## src/rtl/hcv_pkg.sv

```systemverilog
package hcv_pkg;
    localparam int LANES = 8;

    typedef enum logic [2:0] {
        ST_IDLE,
        ST_LOAD,
        ST_TRACE,
        ST_JUDGE,
        ST_FINISH
    } hcv_state_e;
endpackage

```

## src/rtl/hcv_octant.sv

```systemverilog
module hcv_octant #(
    parameter int R_W = 5,
    parameter int SW  = 7,
    parameter int DW  = 9
) (
    input  logic                 clk,
    input  logic                 rst,
    input  logic                 load,
    input  logic                 adv,
    input  logic [R_W-1:0]       radius,
    output logic signed [SW-1:0] ox,
    output logic signed [SW-1:0] oy,
    output logic                 last_pt
);
    logic signed [DW-1:0] dterm;
    logic signed [DW-1:0] nd;
    logic signed [DW-1:0] xe;
    logic signed [DW-1:0] ye;
    logic signed [SW-1:0] nx;
    logic signed [SW-1:0] ny;

    assign xe = DW'(ox);
    assign ye = DW'(oy);

    always_comb begin
        nx = ox + SW'(1);
        if (dterm < 0) begin
            ny = oy;
            nd = dterm + (xe <<< 1) + DW'(3);
        end else begin
            ny = oy - SW'(1);
            nd = dterm + ((xe - ye) <<< 1) + DW'(5);
        end
    end

    assign last_pt = (nx > ny);

    always_ff @(posedge clk) begin
        if (rst) begin
            ox    <= '0;
            oy    <= '0;
            dterm <= '0;
        end else if (load) begin
            ox    <= '0;
            oy    <= SW'(radius);
            dterm <= DW'(1) - DW'(radius);
        end else if (adv) begin
            ox    <= nx;
            oy    <= ny;
            dterm <= nd;
        end
    end
endmodule

```

## src/rtl/hcv_mirror.sv

```systemverilog
module hcv_mirror #(
    parameter int IMG_W = 32,
    parameter int IMG_H = 32,
    parameter int XW    = 5,
    parameter int YW    = 5,
    parameter int SW    = 7,
    parameter int AW    = 10
) (
    input  logic [XW-1:0]        cx,
    input  logic [YW-1:0]        cy,
    input  logic signed [SW-1:0] ox,
    input  logic signed [SW-1:0] oy,
    output logic [8*AW-1:0]      addr,
    output logic [7:0]           valid
);
    localparam logic signed [SW-1:0] W_LIM = SW'(IMG_W);
    localparam logic signed [SW-1:0] H_LIM = SW'(IMG_H);
    localparam logic [AW-1:0]        W_A   = AW'(IMG_W);

    logic signed [SW-1:0] cxs;
    logic signed [SW-1:0] cys;

    assign cxs = $signed(SW'(cx));
    assign cys = $signed(SW'(cy));

    for (genvar k = 0; k < 8; k++) begin : g_lane
        localparam bit SWP  = (k >= 4);
        localparam bit NEGX = (k % 2) == 1;
        localparam bit NEGY = ((k / 2) % 2) == 1;

        logic signed [SW-1:0] dx;
        logic signed [SW-1:0] dy;
        logic signed [SW-1:0] px;
        logic signed [SW-1:0] py;
        logic                 inb;

        assign dx = SWP ? oy : ox;
        assign dy = SWP ? ox : oy;

        if (NEGX) begin : g_nx
            assign px = cxs - dx;
        end else begin : g_px
            assign px = cxs + dx;
        end

        if (NEGY) begin : g_ny
            assign py = cys - dy;
        end else begin : g_py
            assign py = cys + dy;
        end

        assign inb = (px >= 0) && (px < W_LIM) && (py >= 0) && (py < H_LIM);
        assign valid[k] = inb;
        assign addr[k*AW +: AW] = inb ?
            (AW'(py[YW-1:0]) * W_A + AW'(px[XW-1:0])) : '0;
    end
endmodule

```

## src/rtl/hcv_tally.sv

```systemverilog
module hcv_tally (
    input  logic [7:0] valid,
    input  logic [7:0] bits,
    output logic [3:0] cnt
);
    always_comb begin
        cnt = '0;
        for (int k = 0; k < 8; k++) begin
            cnt = cnt + {3'b000, valid[k] & bits[k]};
        end
    end
endmodule

```

## src/rtl/hough_circle_voter.sv

```systemverilog
module hough_circle_voter
    import hcv_pkg::*;
#(
    parameter int IMG_W = 32,
    parameter int IMG_H = 32,
    parameter int R_W   = 5,
    localparam int XW     = $clog2(IMG_W),
    localparam int YW     = $clog2(IMG_H),
    localparam int AW     = $clog2(IMG_W * IMG_H),
    localparam int VOTE_W = R_W + 4
) (
    input  logic              clk,
    input  logic              rst,
    input  logic              start,
    input  logic [XW-1:0]     cx_lo,
    input  logic [XW-1:0]     cx_hi,
    input  logic [YW-1:0]     cy_lo,
    input  logic [YW-1:0]     cy_hi,
    input  logic [R_W-1:0]    r_lo,
    input  logic [R_W-1:0]    r_hi,
    output logic [8*AW-1:0]   rd_addr,
    input  logic [7:0]        rd_bit,
    output logic [XW-1:0]     best_cx,
    output logic [YW-1:0]     best_cy,
    output logic [R_W-1:0]    best_r,
    output logic [VOTE_W-1:0] best_votes,
    output logic              busy,
    output logic              done
);
    localparam int MXY = (XW > YW) ? XW : YW;
    localparam int MAXW = (MXY > R_W) ? MXY : R_W;
    localparam int SW = MAXW + 2;
    localparam int DW = SW + 2;

    hcv_state_e state;
    hcv_state_e nxt;

    logic [XW-1:0]  cx_lo_q, cx_hi_q, cx_c;
    logic [YW-1:0]  cy_lo_q, cy_hi_q, cy_c;
    logic [R_W-1:0] r_lo_q, r_hi_q, r_c;
    logic [VOTE_W-1:0] vote_acc;

    logic signed [SW-1:0] ox, oy;
    logic                 last_pt;
    logic [7:0]           lane_ok;
    logic [3:0]           step_cnt;
    logic                 last_cand;

    hcv_octant #(.R_W(R_W), .SW(SW), .DW(DW)) u_oct (
        .clk    (clk),
        .rst    (rst),
        .load   (state == ST_LOAD),
        .adv    (state == ST_TRACE),
        .radius (r_c),
        .ox     (ox),
        .oy     (oy),
        .last_pt(last_pt)
    );

    hcv_mirror #(
        .IMG_W(IMG_W), .IMG_H(IMG_H), .XW(XW), .YW(YW), .SW(SW), .AW(AW)
    ) u_mir (
        .cx   (cx_c),
        .cy   (cy_c),
        .ox   (ox),
        .oy   (oy),
        .addr (rd_addr),
        .valid(lane_ok)
    );

    hcv_tally u_tal (
        .valid(lane_ok),
        .bits (rd_bit),
        .cnt  (step_cnt)
    );

    assign last_cand = (r_c >= r_hi_q) && (cx_c >= cx_hi_q) && (cy_c >= cy_hi_q);

    // state register
    always_ff @(posedge clk) begin
        if (rst) state <= ST_IDLE;
        else     state <= nxt;
    end

    // next-state logic
    always_comb begin
        nxt = state;
        unique case (state)
            ST_IDLE:   if (start) nxt = ST_LOAD;
            ST_LOAD:   nxt = ST_TRACE;
            ST_TRACE:  if (last_pt) nxt = ST_JUDGE;
            ST_JUDGE:  nxt = last_cand ? ST_FINISH : ST_LOAD;
            ST_FINISH: nxt = ST_IDLE;
            default:   nxt = ST_IDLE;
        endcase
    end

    // status outputs
    always_comb begin
        busy = (state != ST_IDLE);
        done = (state == ST_FINISH);
    end

    // candidate, vote and best-circle datapath
    always_ff @(posedge clk) begin
        if (rst) begin
            cx_lo_q <= '0; cx_hi_q <= '0; cx_c <= '0;
            cy_lo_q <= '0; cy_hi_q <= '0; cy_c <= '0;
            r_lo_q  <= '0; r_hi_q  <= '0; r_c  <= '0;
            vote_acc   <= '0;
            best_cx    <= '0;
            best_cy    <= '0;
            best_r     <= '0;
            best_votes <= '0;
        end else begin
            unique case (state)
                ST_IDLE: begin
                    if (start) begin
                        cx_lo_q <= cx_lo; cx_hi_q <= cx_hi; cx_c <= cx_lo;
                        cy_lo_q <= cy_lo; cy_hi_q <= cy_hi; cy_c <= cy_lo;
                        r_lo_q  <= r_lo;  r_hi_q  <= r_hi;  r_c  <= r_lo;
                        best_cx    <= cx_lo;
                        best_cy    <= cy_lo;
                        best_r     <= r_lo;
                        best_votes <= '0;
                    end
                end
                ST_LOAD: vote_acc <= '0;
                ST_TRACE: vote_acc <= vote_acc + VOTE_W'(step_cnt);
                ST_JUDGE: begin
                    if (vote_acc > best_votes) begin
                        best_cx    <= cx_c;
                        best_cy    <= cy_c;
                        best_r     <= r_c;
                        best_votes <= vote_acc;
                    end
                    if (r_c < r_hi_q) begin
                        r_c <= r_c + 1'b1;
                    end else begin
                        r_c <= r_lo_q;
                        if (cx_c < cx_hi_q) begin
                            cx_c <= cx_c + 1'b1;
                        end else begin
                            cx_c <= cx_lo_q;
                            cy_c <= cy_c + 1'b1;
                        end
                    end
                end
                ST_FINISH: ;
                default: ;
            endcase
        end
    end
endmodule

```

## config.mk

```make
export PLATFORM = sky130hd
export DESIGN_NAME = hough_circle_voter
export DESIGN_NICKNAME = d
export VERILOG_FILES = /design/src/rtl/hcv_pkg.sv /design/src/rtl/hcv_octant.sv /design/src/rtl/hcv_mirror.sv /design/src/rtl/hcv_tally.sv /design/src/rtl/hough_circle_voter.sv
export SDC_FILE = /design/constraint.sdc
export NUM_CORES = 1
export LEC_CHECK = 0
export BUFFER_PORTS_ARGS = -buffer_cell sky130_fd_sc_hd__buf_2
export CORE_UTILIZATION = 50
export CTS_BUF_LIST = sky130_fd_sc_hd__clkbuf_4
export CTS_CLUSTER_DIAMETER = 120
export DETAILED_ROUTE_END_ITERATION = 6
export PLACE_DENSITY = 0.73
export SYNTH_ARGS = -nofsm -noshare
export SYNTH_HDL_FRONTEND = slang
export SYNTH_HIERARCHICAL = 1
export SYNTH_SLANG_ARGS = --single-unit
```

## constraint.sdc

```tcl
create_clock -name clk -period 8.35 [get_ports clk]
set_input_delay 1.67 -clock clk [delete_from_list [all_inputs] [get_ports clk]]
set_output_delay 1.67 -clock clk [all_outputs]
set_load 0.02 [all_outputs]
```

Word level (Yosys, flattened, before mapping):

Cells that the tools add are included.
Widths: inputs -> output; s select.

* flip-flop bits (word level): 99
* input port bits: 41
* output and inout port bits: 106
* word-level logic and storage cells: 166

* $add $sub $neg: 35
* order comparisons: 24
* equality and inequality tests: 9
* muxes and demuxes: 39
* bitwise logic cells: 8
* reductions and logical operators: 33

Operator list (number)
* $add 10x5->10: 8
* $mux 10: 8
* $mux 5: 13
* $pmux 5 s2: 6
* $ge 7x1->1 const B: 8
* $lt 7x7->1 const B: 8
* $mux 9: 5
* $pmux 9 s2: 2
* $add 6x7->7: 4
* $sub 6x7->7: 4
* $add 4x1->4: 6
* $logic_and 1x1->1: 22
* $add 5x1->5 const B: 3
* $ge 5x5->1: 3
* $pmux 3 s4: 1
* $lt 5x5->1: 2
* $ne 2x2->1 const B: 5
* $add 9x3->9 const B: 1
* $add 9x4->9: 1
* $add 9x4->9 const B: 1
* $add 9x8->9: 1
* $add 9x9->9: 1
* $gt 9x9->1: 1
* $lt 9x1->1 const B: 1
* 19 further kinds: 33

Depth between registers and ports, before layout:

Gate-level depths: netlist (run 1).

* depth in word-level cells: 15
* gate-level depth with buffers: 26
* mapped depth without buffers: 24

Cells and area by module:

Netlist (run 1), hierarchy kept.

By module, submodules not included
* hough_circle_voter: instances 1, cells an instance 484, area each 4201.5 um^2, seq. area each 1521.5 um^2
* hcv_mirror: instances 1, cells an instance 422, area each 3193.1 um^2, seq. area each 0.0 um^2
* hcv_octant: instances 1, cells an instance 306, area each 2519.9 um^2, seq. area each 460.4 um^2
* hcv_tally: instances 1, cells an instance 25, area each 209.0 um^2, seq. area each 0.0 um^2

Worst setup path before layout (run 1):

Ideal clock, no wire load.

* kind: flip-flop to flip-flop
* start point: register cy_c[1]
* end point: register vote_acc[4]
* setup time: 0.065 ns
* arrival time: 6.147 ns
* required time: 8.285 ns
* setup slack: 2.138 ns
* stages on the path, launching flop included: 26
* buffers on the path: 2
* period minus slack after synthesis: 6.212 ns
* cells stage by stage: dfxtp_1 > inv_1 > fa_1 > and2b_1 > o2111ai_1 > and4_1 > nor2_4 > buf_6 > nor3_1 > buf_4 > and2_1 > fa_1 > inv_1 > fa_1 > inv_1 > fa_1 > ha_1 > inv_1 > fa_1 > inv_1 > fa_1 > a21o_1 > a21oi_1 > nand2b_1 > mux2_2 > nor2_1

* elaborated cells on any way between the ends: 45
* those cells by class: 12 x add/sub; 8 x order compare; 1 x mux; 8 x bitwise; 16 x reduce/logical

RTL lines
* start: declaration: RTL line hough_circle_voter.sv:39 `logic [YW-1:0] cy_lo_q, cy_hi_q, cy_c;`
* start signal: assignment: RTL line hough_circle_voter.sv:120 `cy_lo_q <= cy_lo; cy_hi_q <= cy_hi; cy_c <= cy_lo;`
* start signal: assignment: RTL line hough_circle_voter.sv:145 `cy_c <= cy_c + 1'b1;`
* $sub 6x7->7 (*): RTL line hcv_mirror.sv:47 `assign py = cys - dy;`
* $ge 7x1->1: RTL line hcv_mirror.sv:52 `assign inb = (px >= 0) && (px < W_LIM) && (py >= 0) && (py < H_LIM);`
* $logic_and 1x1->1: RTL line hcv_mirror.sv:52
* $logic_and 1x1->1 (*): RTL line hcv_mirror.sv:52
* via u_mir.g_lane[3].inb: RTL line hcv_mirror.sv:35 `logic inb;`
* $and 1x1->1 (*): RTL line hcv_tally.sv:9 `cnt = cnt + {3'b000, valid[k] & bits[k]};`
* $add 4x1->4 (*) (5 in a row): RTL line hcv_tally.sv:9
* via step_cnt[1]: RTL line hough_circle_voter.sv:46 `logic [3:0] step_cnt;`
* $add 9x4->9 (*): RTL line hough_circle_voter.sv:129 `ST_TRACE: vote_acc <= vote_acc + VOTE_W'(step_cnt);`
* $pmux 9 s2 (*): RTL line hough_circle_voter.sv:116 `unique case (state)`
* end signal: assignment: RTL line hough_circle_voter.sv:129
* end: declaration: RTL line hough_circle_voter.sv:41 `logic [VOTE_W-1:0] vote_acc;`

The timed path passes the listed nets; every way through them passes the cells marked *.
A chain may end at the register's enable or synchronous reset.

Final worst setup path (run 1):

* start point: register cy_c[1]
* end point: register vote_acc[4]

* elaborated cells on any way between the ends: 45
* those cells by class: 12 x add/sub; 8 x order compare; 1 x mux; 8 x bitwise; 16 x reduce/logical

RTL lines
* $sub 6x7->7 (*): RTL line hcv_mirror.sv:47
* $ge 7x1->1: RTL line hcv_mirror.sv:52
* $logic_and 1x1->1: RTL line hcv_mirror.sv:52
* $logic_and 1x1->1 (*): RTL line hcv_mirror.sv:52
* via lane_ok[3]: RTL line hough_circle_voter.sv:45 `logic [7:0] lane_ok;`
* $and 1x1->1 (*): RTL line hcv_tally.sv:9
* $add 4x1->4 (*) (5 in a row): RTL line hcv_tally.sv:9
* via step_cnt[1]: RTL line hough_circle_voter.sv:46
* $add 9x4->9 (*): RTL line hough_circle_voter.sv:129
* $pmux 9 s2 (*): RTL line hough_circle_voter.sv:116

Marks and branches as above.

==> run metrics, run 1 <==
Yosys cell types 90; clk_skew 0.0528 ns; final wirelength around 27 mm; Max VDD drop 158 µV; Comb power frac 74.4%; Routed Antenna Nets 0; die area between 20000 and 25000 µm²; area leader, netlist dfxtp_1; TritonCTS clock tree built; Residual DRC 0; Leakage ~4.8 nW; fill count about 1900; Finish-stage setup viols 0; I/O pin count 147; grt ovf 0; Tightest Pin Transition 0.875 ns; Clk pwr share 7.7%; Post-CTS Hold Buffers 0; initial DRC count 738; Die Ht approximately 140 µm; Netlist Area Pre-Place 10100 µm²; commonest non-fill, non-tap cell in the layout buf_2; ys flop type dfxtp_1; Post-CTS Setup Bufs 0; RSZ-0062 raised after global routing false; core area 19700 µm²; pin count of the biggest net entering global routing 64; Power Density 369 nW/µm²; clock buffer depth 2; Max H-tree Level 3; Final HPWL DP 20.8 mm; register bit total from synthesis between 90 and 100; worst path arrival time roughly 7 ns; sequential share of power 17.9%; Setup Crit Path Kind register to register; switch share 55.1%; chip width 144 µm; placed insts 1575; Synth area leaders dfxtp_1 20%, ha_1 15%, a21oi_1 4.4%; Final Cycle Share just over 80%; post-synthesis sequential area ratio 19.6%; Initial Util 51.5%; Psw 2.21 mW; max-slew violations 0; clock insertion delay at the later pin of the skew report 0.51 ns; Worst EP required 8.75 ns; final hold violations 0; Layout area overhead 7.54%; synthesized net count about 1400; Via Count 9299; Port Buf Inserts 146; Clock Sinks 99; post-synth top area share 19.6%; Int Pwr approximately 1.8 mW; vias in the first global route 8468; TritonCTS Buffers 9; Post-synth EDFFs 0; max-cap violations 0; Rel. slew slack 41.6%; final setup margin 1.63 ns; DR vias/cell 5.84; yosys warns 6; layout cells sized above 1 18.6%; global-route wire length before repair 43.1 mm; ys async rst share 0%; most frequent cells in the layout 146 x buf_2, 119 x ha_1, 99 x dfxtp_1; CP Launch Type register; std cell rows 51; RePlAce Congestion slightly below 1; HP Class register to register; nets 1497; synthesized area per cell 8.18 µm²; GRT Overall Usage 26.2%; final critical-path required period 6.72 ns; Avg WL per Cell roughly 17 µm; initial antenna violation count 0; worst-path maximum fanout 18; Root Driver clkbuf_4; Synth Instances 1237; Clk pin slew, worst setup/hold paths 0.15 ns; setup TNS 0 ns; Max Fclk approximately 0.15 GHz; non-filler cells, final 1592; Pre-antenna DRT Iters 6; Setup Slack @ Placement approximately 1.7 ns; CTS resizes 0; Worst setup EP type register; status finished clean
-- worst paths after layout --
check	slack (ns)	cells after the start	to	startpoint
worst max-delay path	1.63	23	vote_acc[4]	cy_c[1]
worst min-delay path	0.47	2	cx_hi_q[4]	cx_hi_q[4]
worst max register to register	1.63	23	vote_acc[4]	cy_c[1]
worst min register to register	0.47	2	cx_hi_q[4]	cx_hi_q[4]
-- area by class of cell --
cell class / instances / area (µm²) / share of cell area, %
clock inverters: 6 / 93.8 / 0.862
diodes: 1 / 2.50 / 0.0230
repair buffers: 153 / 783 / 7.19
flip-flops and latches: 99 / 1980 / 18.2
clock buffers: 10 / 75.1 / 0.690
inverters: 96 / 360 / 3.31
multi-input cells: 962 / 7260 / 66.7
well taps: 265 / 332 / 3.05
-- stage by stage --
stage / instance area [µm²] / util [%] / hold slack, ns / power, mW
floorplan: 10100 / - / 0.433 / 3.15
global placement: 10700 / 54.5 / 0.443 / 3.64
detailed placement: 10700 / 54.5 / 0.447 / 3.68
CTS: 10900 / 55.4 / 0.466 / 4.00
global route: 10900 / 55.4 / 0.493 / 4.38
finish: 10900 / 55.4 / 0.468 / 4.01
-- synthesized netlist by cell type (6+ instances only) --
cell type and number:
a2111oi_0 7, a211o_1 9, a211oi_1 17, a21o_1 15, a21oi_1 89, a221oi_1 11
a221oi_2 9, a31oi_1 7, and2_1 9, buf_2 26, buf_4 16, buf_6 16
clkbuf_1 17, dfxtp_1 99, fa_1 16, ha_1 119, inv_1 94, mux2i_1 13
nand2_1 87, nand2b_1 26, nand3_1 23, nand3b_1 7, nand4_1 18, nor2_1 87
nor2b_1 19, nor3_1 65, nor3b_1 6, nor4_1 13, nor4_2 16, nor4_4 6
o2111ai_1 8, o211ai_1 6, o21a_1 10, o21ai_0 42, o21ai_1 6, o41ai_1 10
or2_2 6, or3_1 12, xnor2_1 42, xor2_1 31
-- registers in the layout (all words and copies together), names as in the netlist, 7 cells and up --
| signal | cells |
|---|---|
| best_votes | 9 |
| u_oct/dterm | 9 |
| vote_acc | 9 |
| u_oct/ox | 7 |
| u_oct/oy | 7 |
-- critical path, cell delays in order (launching register included) --
cell       delay (ns)
dfxtp_1          0.67
inv_1            0.18
fa_1             0.49
and2b_1          0.24
o2111ai_1        0.13
and4_1           0.28
nor2_4           0.50
nor3_1           0.10
and2_1           0.19
fa_1             0.47
inv_1            0.09
fa_1             0.55
inv_1            0.06
fa_1             0.54
ha_1             0.17
inv_1            0.05
fa_1             0.47
inv_1            0.07
fa_1             0.42
a21o_1           0.17
a21oi_1          0.26
nand2b_1         0.15
mux2_2           0.32
nor2_1           0.08
-- cell families after synthesis --
group | Yosys count | share of synthesized area (%)
muxes | 18 | 1.84
buffers and inverters | 176 | 8.73
DFF | 99 | 19.6
xor gates and xnor gates | 73 | 6.32
adders and majority gates | 135 | 17.9
and+or+nand+nor | 437 | 24.7
AOI/OAI and AO/OA | 299 | 20.9
-- power groups by stage --
stage	registers, mW	logic [mW]	clock network (mW)
floorplan	0.690	2.46	0
global placement	0.724	2.92	0
detailed placement	0.728	2.96	0
CTS	0.718	2.97	0.316
global route	0.736	3.31	0.332
finish	0.719	2.98	0.309
-- metal layers --
layer / vias up / GRT usage [%] / wire length [µm]
met5: - / 0 / 0
met4: 0 / 6.43 / 428
met3: 29 / 4.07 / 1790
met2: 305 / 41.7 / 12000
met1: 4336 / 36.7 / 12500
li1: 4629 / - / -
Note: power is estimated with default switching activity, not from simulation.
==> run 2: changes to the inputs <==
==> constraint.sdc (replaced) <==
create_clock -name clk -period 6.25 [get_ports clk]
set_input_delay 1.25 -clock clk [delete_from_list [all_inputs] [get_ports clk]]
set_output_delay 1.25 -clock clk [all_outputs]
set_load 0.02 [all_outputs]
==> run metrics, run 2 (synthesis results as in run 1) <==
status finished clean (unchanged); Residual DRC 0 (unchanged); pin count of the biggest net entering global routing 56 (was 64); setup TNS 0 ns (unchanged); Max Fclk 0.166 GHz (was 0.149 GHz); Setup Crit Path Kind register to register (unchanged); nets 1531 (was 1497); Max H-tree Level 3 (unchanged); die area 20800 µm² (unchanged); Top cell by count, worst path fa_1 (unchanged); global-route wire length before repair 43.6 mm (was 43.1 mm); max-slew violations 0 (unchanged); Post-CTS Setup Bufs 0 (unchanged); TritonCTS clock tree built (unchanged); Worst path slowest cell fa_1 (was dfxtp_1); clock buffer depth 2 (unchanged); area of the multi-input gates 7260 µm² (about the same); Worst setup EP type register (unchanged); Routed Antenna Nets 0 (unchanged); Leakage 4.93 nW (was 4.76 nW); critical path's largest stage delay 0.55 ns (was 0.67 ns); Initial Util 51.5% (unchanged); DR vias/cell 5.83 (was 5.84); Max VDD drop 240 µV (was 158 µV); Clk pin slew, worst setup/hold paths 0.16 ns (was 0.15 ns); most frequent cells in the layout 146 x buf_2, 119 x ha_1, 98 x dfxtp_1 (was 146 x buf_2, 119 x ha_1, 99 x dfxtp_1); Top Registers best_votes x9, u_oct/dterm x9, vote_acc x9 (unchanged); max-cap violations 0 (unchanged); FF/Latch Area 1980 µm² (about the same); commonest non-fill, non-tap cell in the layout buf_2 (unchanged); Via Count 9478 (was 9299); Power Density 491 nW/µm² (was 369 nW/µm²); Port Buf Inserts 146 (unchanged); Die Ht 144 µm (unchanged); Worst EP required 6.68 ns (was 8.75 ns); Avg WL per Cell 17.0 µm (was 16.8 µm); fill count 1822 (was 1906); Layout area overhead 9.89% (was 7.54%); I/O pin count 147 (unchanged); initial antenna violation count 1 (was 0); Final Cycle Share 96.1% (was 80.5%); final wirelength 27.6 mm (was 26.7 mm); CP Launch Type register (unchanged); Rel. slew slack 34.7% (was 41.6%); final critical-path required period 6.01 ns (was 6.72 ns); Final Power 5.47 mW (was 4.01 mW); GRT Overall Usage 26.6% (was 26.2%); HP Class register to register (unchanged); clk_skew 0.0185 ns (was 0.0528 ns); chip width 144 µm (unchanged); final hold violations 0 (unchanged); Tightest Pin Transition 0.980 ns (was 0.875 ns); non-filler cells, final 1626 (was 1592); Clock Sinks 99 (unchanged); initial DRC count 610 (was 738); RSZ-0062 raised after global routing false (unchanged); TritonCTS Buffers 9 (unchanged); Root Driver clkbuf_4 (unchanged); worst-path maximum fanout 3 (was 18); cell-by-cell trace of the critical path inv_1, ha_1, fa_1, and2b_1, o2111ai_1, and4_1, nor2_4, nor3_1, and2_1, fa_1, inv_1, fa_1, inv_1, fa_1, ha_1, inv_1, fa_1, inv_1, fa_1, a21o_1, a21oi_2, nand2b_1, mux2_2, nor2_1 (was inv_1, fa_1, and2b_1, o2111ai_1, and4_1, nor2_4, nor3_1, and2_1, fa_1, inv_1, fa_1, inv_1, fa_1, ha_1, inv_1, fa_1, inv_1, fa_1, a21o_1, a21oi_1, nand2b_1, mux2_2, nor2_1); clock insertion delay at the later pin of the skew report 0.49 ns (was 0.51 ns); placed insts 1609 (was 1575); WHS 0.467 ns (was 0.468 ns); Finish-stage setup viols 0 (unchanged); worst path arrival time 6.44 ns (was 7.12 ns); Final HPWL DP 21.5 mm (was 20.8 mm); vias in the first global route 8656 (was 8468); std cell rows 51 (unchanged); core area 19700 µm² (unchanged); RePlAce Congestion 0.921 (was 0.991); grt ovf 0 (unchanged); Pre-antenna DRT Iters 6 (unchanged); layout cells sized above 1 20.7% (was 18.6%)
-- run 2: area by class of cell --
class                      instances  area share (%)
antenna                            1          0.0225
clock buffer                      10           0.675
multi-input combinational        962            65.3
sequential                        99            17.8
timing repair buffer             187            9.34
tap                              265            2.98
inverter                          96            3.24
clock inverter                     6           0.630
-- run 2: critical path, delay by kind of cell, from the launching register on --
family	cells	cell delay, ns
adder cells (fa/ha/maj)	8	3.28
AND/OR/NAND/NOR	7	1.06
AO/OA/AOI/OAI	3	0.53
flip-flops	1	0.40
buffers and inverters	5	0.36
multiplexers	1	0.32
-- run 2: timing repair --
action / 4_1_cts / 5_1_grt
hold buffers: 0 / 0
resized for setup: 0 / 3
endpoints found under the setup margin: 0 / 5
-- run 2: power breakdown --
group / internal, mW / switching, mW / total, mW / leakage [nW]
sequential: 0.756 / 0.158 / 0.914 / 0.811
clock: 0.131 / 0.233 / 0.364 / 0.0818
combinational: 1.59 / 2.60 / 4.19 / 4.04
total: 2.48 / 2.99 / 5.47 / 4.93
-- run 2: metal layers --
layer	vias to the layer above	GRT usage, %	part of all wire (%)
li1	4696	-	-
met1	4423	35.9	46
met2	318	42.7	45
met3	41	4.57	6.4
met4	0	8.70	2.3
met5	-	0	0
-- run 2: stage by stage --
stage / utilization [%] / setup WS [ns] / area, µm²
after floorplan: - / 0.0376 / 10100
after detailed placement: 55.8 / 0.236 / 11000
after CTS: 56.6 / 0.207 / 11100
after global placement: 55.8 / 0.339 / 11000
after global routing: 56.6 / 0.0145 / 11100
final: 56.6 / 0.241 / 11100
-- run 2: final timing paths --
check,slack [ns],from,depth (start not counted),end
min reg2reg,0.47,cy_hi_q[1],2,cy_hi_q[1]
max,0.24,cy_c[0],24,vote_acc[4]
max reg2reg,0.24,cy_c[0],24,vote_acc[4]
min,0.47,cy_hi_q[1],2,cy_hi_q[1]
